**src/rtl/rxm_pkg.sv**
```systemverilog
package rxm_pkg;
    typedef enum logic [2:0] {
        ST_SLEEP     = 3'd0,
        ST_INIT_SLV  = 3'd1,
        ST_SLV_RUN   = 3'd2,
        ST_INIT_POLL = 3'd3,
        ST_POLL      = 3'd4,
        ST_POLL_RUN  = 3'd5
    } rxm_state_e;

    typedef struct packed {
        logic sel_poll;
        logic slv_en;
        logic timeout;
        logic wake_found;
        logic eom;
        logic eom_poll_en;
    } rxm_in_t;
endpackage

```
**src/rtl/rxm_init_timer.sv**
```systemverilog
module rxm_init_timer #(
    parameter int INIT_CYCLES = 4
) (
    input  logic clk,
    input  logic rst_n,
    input  logic run,
    output logic done
);
    localparam int CNT_W = (INIT_CYCLES < 2) ? 1 : $clog2(INIT_CYCLES);
    localparam logic [CNT_W-1:0] LAST = CNT_W'(INIT_CYCLES - 1);

    logic [CNT_W-1:0] cnt;

    assign done = run && (cnt == LAST);

    always_ff @(posedge clk or negedge rst_n) begin
        if (!rst_n) begin
            cnt <= '0;
        end else if (!run || done) begin
            cnt <= '0;
        end else begin
            cnt <= cnt + 1'b1;
        end
    end


    cnt_bound_chk: assert property (@(posedge clk) disable iff (!rst_n)
        cnt <= LAST);


    cnt_idle_chk: assert property (@(posedge clk) disable iff (!rst_n)
        !run |=> cnt == '0);
endmodule

```
**src/rtl/rxm_next_state.sv**
```systemverilog
module rxm_next_state
    import rxm_pkg::*;
(
    input  rxm_state_e cur,
    input  rxm_in_t    cfg,
    input  logic       init_done,
    output rxm_state_e nxt
);
    logic slave_ok;
    logic poll_ok;
    logic back_to_poll;

    assign slave_ok     = !cfg.sel_poll && cfg.slv_en;
    assign poll_ok      = cfg.sel_poll;
    assign back_to_poll = cfg.timeout || (cfg.eom && cfg.eom_poll_en);

    always_comb begin
        nxt = cur;
        unique case (cur)
            ST_SLEEP: begin
                if (cfg.sel_poll)  nxt = ST_INIT_POLL;
                else if (cfg.slv_en) nxt = ST_INIT_SLV;
                else nxt = ST_SLEEP;
            end
            ST_INIT_SLV: begin
                if (!slave_ok)      nxt = ST_SLEEP;
                else if (init_done) nxt = ST_SLV_RUN;
                else nxt = ST_INIT_SLV;
            end
            ST_SLV_RUN: begin
                nxt = slave_ok ? ST_SLV_RUN : ST_SLEEP;
            end
            ST_INIT_POLL: begin
                if (!poll_ok)       nxt = ST_SLEEP;
                else if (init_done) nxt = ST_POLL;
                else nxt = ST_INIT_POLL;
            end
            ST_POLL: begin
                if (!poll_ok)            nxt = ST_SLEEP;
                else if (cfg.wake_found) nxt = ST_POLL_RUN;
                else nxt = ST_POLL;
            end
            ST_POLL_RUN: begin
                if (!poll_ok)          nxt = ST_SLEEP;
                else if (back_to_poll) nxt = ST_POLL;
                else nxt = ST_POLL_RUN;
            end
            default: nxt = ST_SLEEP;
        endcase
    end
endmodule

```
**src/rtl/rxm_mode_ctrl.sv**
```systemverilog
module rxm_mode_ctrl
    import rxm_pkg::*;
#(
    parameter int INIT_CYCLES = 4
) (
    input  logic       clk,
    input  logic       rst_n,
    input  logic       sel_poll,
    input  logic       slv_en,
    input  logic       timeout,
    input  logic       wake_found,
    input  logic       eom,
    input  logic       eom_poll_en,
    output logic [2:0] mode,
    output logic       init_strobe,
    output logic       rx_active
);
    rxm_state_e state;
    rxm_state_e state_nxt;
    rxm_in_t    cfg;
    logic       in_init;
    logic       init_done;

    assign cfg = '{sel_poll: sel_poll, slv_en: slv_en, timeout: timeout,
                   wake_found: wake_found, eom: eom, eom_poll_en: eom_poll_en};

    assign in_init = (state == ST_INIT_SLV) || (state == ST_INIT_POLL);

    rxm_init_timer #(.INIT_CYCLES(INIT_CYCLES)) u_timer (
        .clk  (clk),
        .rst_n(rst_n),
        .run  (in_init),
        .done (init_done)
    );

    rxm_next_state u_next (
        .cur      (state),
        .cfg      (cfg),
        .init_done(init_done),
        .nxt      (state_nxt)
    );

    always_ff @(posedge clk or negedge rst_n) begin
        if (!rst_n) state <= ST_SLEEP;
        else        state <= state_nxt;
    end

    always_comb begin
        mode        = state;
        init_strobe = 1'b0;
        rx_active   = 1'b0;
        unique case (state)
            ST_SLEEP:     ;
            ST_INIT_SLV:  init_strobe = 1'b1;
            ST_SLV_RUN:   rx_active   = 1'b1;
            ST_INIT_POLL: init_strobe = 1'b1;
            ST_POLL:      rx_active   = 1'b1;
            ST_POLL_RUN:  rx_active   = 1'b1;
            default:      ;
        endcase
    end


    sleep_to_init_slv_chk: assert property (@(posedge clk) disable iff (!rst_n)
        (state == ST_SLEEP && !sel_poll && slv_en) |=> mode == 3'd1);


    sleep_to_init_poll_chk: assert property (@(posedge clk) disable iff (!rst_n)
        (state == ST_SLEEP && sel_poll) |=> mode == 3'd3);


    slave_exit_chk: assert property (@(posedge clk) disable iff (!rst_n)
        ((state == ST_INIT_SLV || state == ST_SLV_RUN) && (sel_poll || !slv_en))
        |=> mode == 3'd0);


    poll_wake_chk: assert property (@(posedge clk) disable iff (!rst_n)
        (state == ST_POLL && sel_poll && wake_found) |=> mode == 3'd5);


    poll_run_timeout_chk: assert property (@(posedge clk) disable iff (!rst_n)
        (state == ST_POLL_RUN && sel_poll && timeout) |=> mode == 3'd4);


    eom_gated_chk: assert property (@(posedge clk) disable iff (!rst_n)
        (state == ST_POLL_RUN && sel_poll && !timeout && !eom_poll_en) |=> mode == 3'd5);


    poll_exit_chk: assert property (@(posedge clk) disable iff (!rst_n)
        ((state == ST_INIT_POLL || state == ST_POLL || state == ST_POLL_RUN) && !sel_poll)
        |=> mode == 3'd0);


    out_excl_chk: assert property (@(posedge clk) disable iff (!rst_n)
        $onehot0({init_strobe, rx_active}));


    init_entry_chk: assert property (@(posedge clk) disable iff (!rst_n)
        $rose(rx_active) |-> ($past(init_strobe) || $past(mode) == 3'd4 || $past(mode) == 3'd5));
endmodule

```
**config.mk**
```make
export PLATFORM = sky130hd
export DESIGN_NAME = rxm_mode_ctrl
export DESIGN_NICKNAME = d
export VERILOG_FILES = /design/src/rtl/rxm_pkg.sv /design/src/rtl/rxm_init_timer.sv /design/src/rtl/rxm_next_state.sv /design/src/rtl/rxm_mode_ctrl.sv
export SDC_FILE = /design/constraint.sdc
export NUM_CORES = 1
export LEC_CHECK = 0
export BUFFER_PORTS_ARGS = -buffer_cell sky130_fd_sc_hd__buf_4
export CORE_AREA = 4 4 41 43
export DETAILED_ROUTE_END_ITERATION = 8
export DIE_AREA = 0 0 45 47
export GPL_TIMING_DRIVEN = 0
export PLACE_DENSITY = 0.53
export SLEW_MARGIN = 20
export SYNTH_ARGS = -nofsm -noshare
export SYNTH_HDL_FRONTEND = slang
export SYNTH_SLANG_ARGS = --single-unit
```
**constraint.sdc**
```tcl
create_clock -name clk -period 3.1 [get_ports clk]
set_input_delay 0.31 -clock clk [delete_from_list [all_inputs] [get_ports clk]]
set_output_delay 0.31 -clock clk [all_outputs]
set_load 0.02 [all_outputs]
```
==> impl_table.tex <==
\begin{tabular}{lr}
\hline
Metric & Value \\
\hline
\multicolumn{2}{l}{\textbf{Place}} \\
DP Cell Count & 56 \\
Post-detail-place hpwl & 504 um \\
Final RePlAce weighted congestion & 0.728 \\
PortBufs & 12 \\
Post-placement cell area & 400 um2 \\
Worst slack at placement & 1.82 ns \\
\multicolumn{2}{l}{\textbf{Detailed routing}} \\
Via count & 266 \\
Number of iterations in the first detailed-routing pass & 1 \\
Routed via count divided by cell count & 4.36 \\
Number of nets with antenna violations after detailed routing & 0 \\
Final routed wirelength across all metal layers & 676 um \\
WL/cell & 11.1 um \\
First-iteration detailed-routing DRC count & 0 \\
DRC violations left & 0 \\
\multicolumn{2}{l}{\textbf{Floorplanning}} \\
Die Footprint & 2120 um2 \\
IO Pins & 13 \\
Row Count & 13 \\
Placeable core region & 1300 um2 \\
Die H & 47 um \\
Starting density of the core & 22.4\% \\
Horizontal die dimension & 45 um \\
\multicolumn{2}{l}{\textbf{Timing}} \\
Total Negative Setup Slacks & 0 ns \\
Minimum setup slack in the final design & 1.54 ns \\
Final critical-path required period & 1.56 ns \\
Worst slew pin tran & 0.236 ns \\
Final hold violations & 0 \\
Crit share post-route & 50.2\% \\
Unrepaired setup endpoints after global routing & false \\
Achievable clock frequency & 0.643 GHz \\
Worst setup skew after layout & 0.000486 ns \\
Max-slew headroom & 84.2\% \\
Final slew viol count & 0 \\
Hold Slack & 0.364 ns \\
Final setup violation count & 0 \\
\multicolumn{2}{l}{\textbf{Power}} \\
Overall power consumption & 0.366 mW \\
Total power divided by cell area & 838 nW/um2 \\
Largest vdd supply drop & 279 uV \\
Standby leakage power & 0.209 nW \\
\multicolumn{2}{l}{\textbf{Final layout}} \\
Growth of design area from synthesis to finish & 49.8\% \\
Final core utilization & 33.6\% \\
Commonest cells after routing, fill and taps aside & buf\_4 (12), dfrtp\_1 (5), o21ai\_0 (3), clkbuf\_4 (3) \\
Count of inserted antenna diode cells & 0 \\
Fin nets & 56 \\
Final std cell area, no fill & 437 um2 \\
Filler-free cell count of the finished design & 61 \\
Layout cells sized above 1 & 32.6\% \\
Most common cell after layout, fill and taps aside & buf\_4 \\
\multicolumn{2}{l}{\textbf{Worst setup path}} \\
Kind of launch point of the worst setup path & register \\
Maximum single-stage delay on the critical path & 0.45 ns \\
Worst path arrival time & 1.25 ns \\
Critical-path top delay cell & dfrtp\_1 \\
Crit Path Class & register to output port \\
Chain of cells forming the critical path & nand2b\_1, o21ai\_0, buf\_4 \\
Largest delay share family, worst path & flip-flops \\
Crit Path Max Fanout & 8 \\
Crit path capture type & output port \\
Required time of the critical path & 2.79 ns \\
Crit path buffers/inverters & 1 \\
\multicolumn{2}{l}{\textbf{Synth}} \\
Mean Syn Cell Area & 10.1 um2 \\
FF+latch count, synth & 5 \\
Post-synth cell types & 18 \\
Number of standard cells after synthesis & 29 \\
Yosys warning total & 0 \\
Post-synthesis net count & 38 \\
Post-synthesis sequential area ratio & 42.9\% \\
Post-synthesis instance area & 292 um2 \\
\multicolumn{2}{l}{\textbf{Global route}} \\
Antenna violations before repair & 0 \\
Global-route wire length before repair & 1130 um \\
Vias in the first global route & 256 \\
Global route overflow & 0 \\
Total track usage & 7.83\% \\
Pin count of the biggest net entering global routing & 11 \\
\multicolumn{2}{l}{\textbf{Clock tree}} \\
Clock slew seen by the registers of the worst setup and hold paths & 0.05 ns \\
Number of setup buffers added after CTS & 0 \\
Clock net sink count & 5 \\
Htree depth & 1 \\
Clock buffers created by TritonCTS & 3 \\
TritonCTS clock tree & yes \\
Source-to-sink clock delay at the later pin of the worst-skew pair & 0.24 ns \\
Root buffer cell & clkbuf\_4 \\
Clock Tree Buf Depth & 2 \\
\multicolumn{2}{l}{\textbf{Outcome}} \\
Status & complete, no violations \\
\multicolumn{2}{l}{\textbf{Worst hold path}} \\
Min-delay worst type & primary input to register \\
\multicolumn{2}{l}{\textbf{Flow run}} \\
Maximum capacitance violations & 0 \\
\hline
\end{tabular}
layout make-up:
| cell class | count | area, um2 |
|---|---|---|
| well taps | 15 | 18.8 |
| clock buffers | 4 | 26.3 |
| inverters | 1 | 3.75 |
| multi-input cells | 23 | 163 |
| flip-flops and latches | 5 | 125 |
| fillers | 143 | 865 |
| repair buffers | 13 | 100 |
layer usage:
layer  part of all wire (%)  global-route usage (%)  vias to the layer above
met4                   0.59                    3.51                        0
met1                     52                    10.0                      115
met3                    7.7                    4.98                        2
met2                     40                    10.2                        8
met5                      0                       0                        -
li1                       -                       -                      141
cell usage after synthesis:
| master | count | area [um2] |
|---|---|---|
| nor2b_1 | 1 | 6.26 |
| nand3_1 | 1 | 5.00 |
| nor2_1 | 1 | 3.75 |
| and2b_1 | 2 | 15.0 |
| a21oi_1 | 2 | 10.0 |
| a21boi_0 | 1 | 7.51 |
| nand3b_1 | 2 | 15.0 |
| dfrtp_1 | 5 | 125 |
| o21a_1 | 1 | 7.51 |
| ha_1 | 1 | 12.5 |
| nor3b_1 | 1 | 7.51 |
| o21ai_0 | 3 | 15.0 |
| inv_1 | 1 | 3.75 |
| and3b_1 | 2 | 17.5 |
| nand2b_1 | 2 | 12.5 |
| mux2i_1 | 1 | 10.0 |
| o32ai_1 | 1 | 8.76 |
| a211o_1 | 1 | 8.76 |
repair_timing:
| action | in CTS | in global routing |
|---|---|---|
| resized for setup | 0 | 0 |
| endpoints found under the hold margin | 5 | 0 |
| hold buffers | 1 | 0 |
logic make-up after synthesis:
| logic type | after synthesis | synth area share, % |
|---|---|---|
| simple gates | 12 | 28.3 |
| flops | 5 | 42.9 |
| compound gates | 9 | 19.7 |
| mux | 1 | 3.43 |
| fa+ha+maj | 1 | 4.29 |
| buf+inv | 1 | 1.29 |
report_power, final:
| part | internal, mW | switching [mW] | leakage, nW | total [mW] |
|---|---|---|---|---|
| registers | 0.0893 | 0.0334 | 0.0644 | 0.123 |
| clock network | 0.0487 | 0.0274 | 0.0150 | 0.0761 |
| logic | 0.0880 | 0.0793 | 0.130 | 0.167 |
| total | 0.226 | 0.140 | 0.209 | 0.366 |
sequential cells by signal, indices dropped and copies added, names as in the netlist:
signal / flops
mode: 3
u_timer.cnt: 2
worst reg2reg max path, delay by kind of cell, from the launching register on:
family	cells	cell delay [ns]
compound gates	2	0.43
flops	1	0.38
fa+ha+maj	1	0.27
worst paths after layout:
path	from	endpoint	slack, ns	depth (start not counted)
worst min-delay path	sel_poll	mode[2]$_DFF_PN0_	0.36	2
worst max-delay path	mode[0]$_DFF_PN0_	rx_active	1.54	3
worst max register to register	u_timer.cnt[0]$_DFF_PN0_	mode[0]$_DFF_PN0_	1.92	3
max in group asynchronous	rst_n	mode[1]$_DFF_PN0_	2.57	2
worst min register to register	u_timer.cnt[0]$_DFF_PN0_	u_timer.cnt[0]$_DFF_PN0_	0.44	1
min in group asynchronous	rst_n	u_timer.cnt[0]$_DFF_PN0_	0.42	2
(Power assumes the default switching activity.)
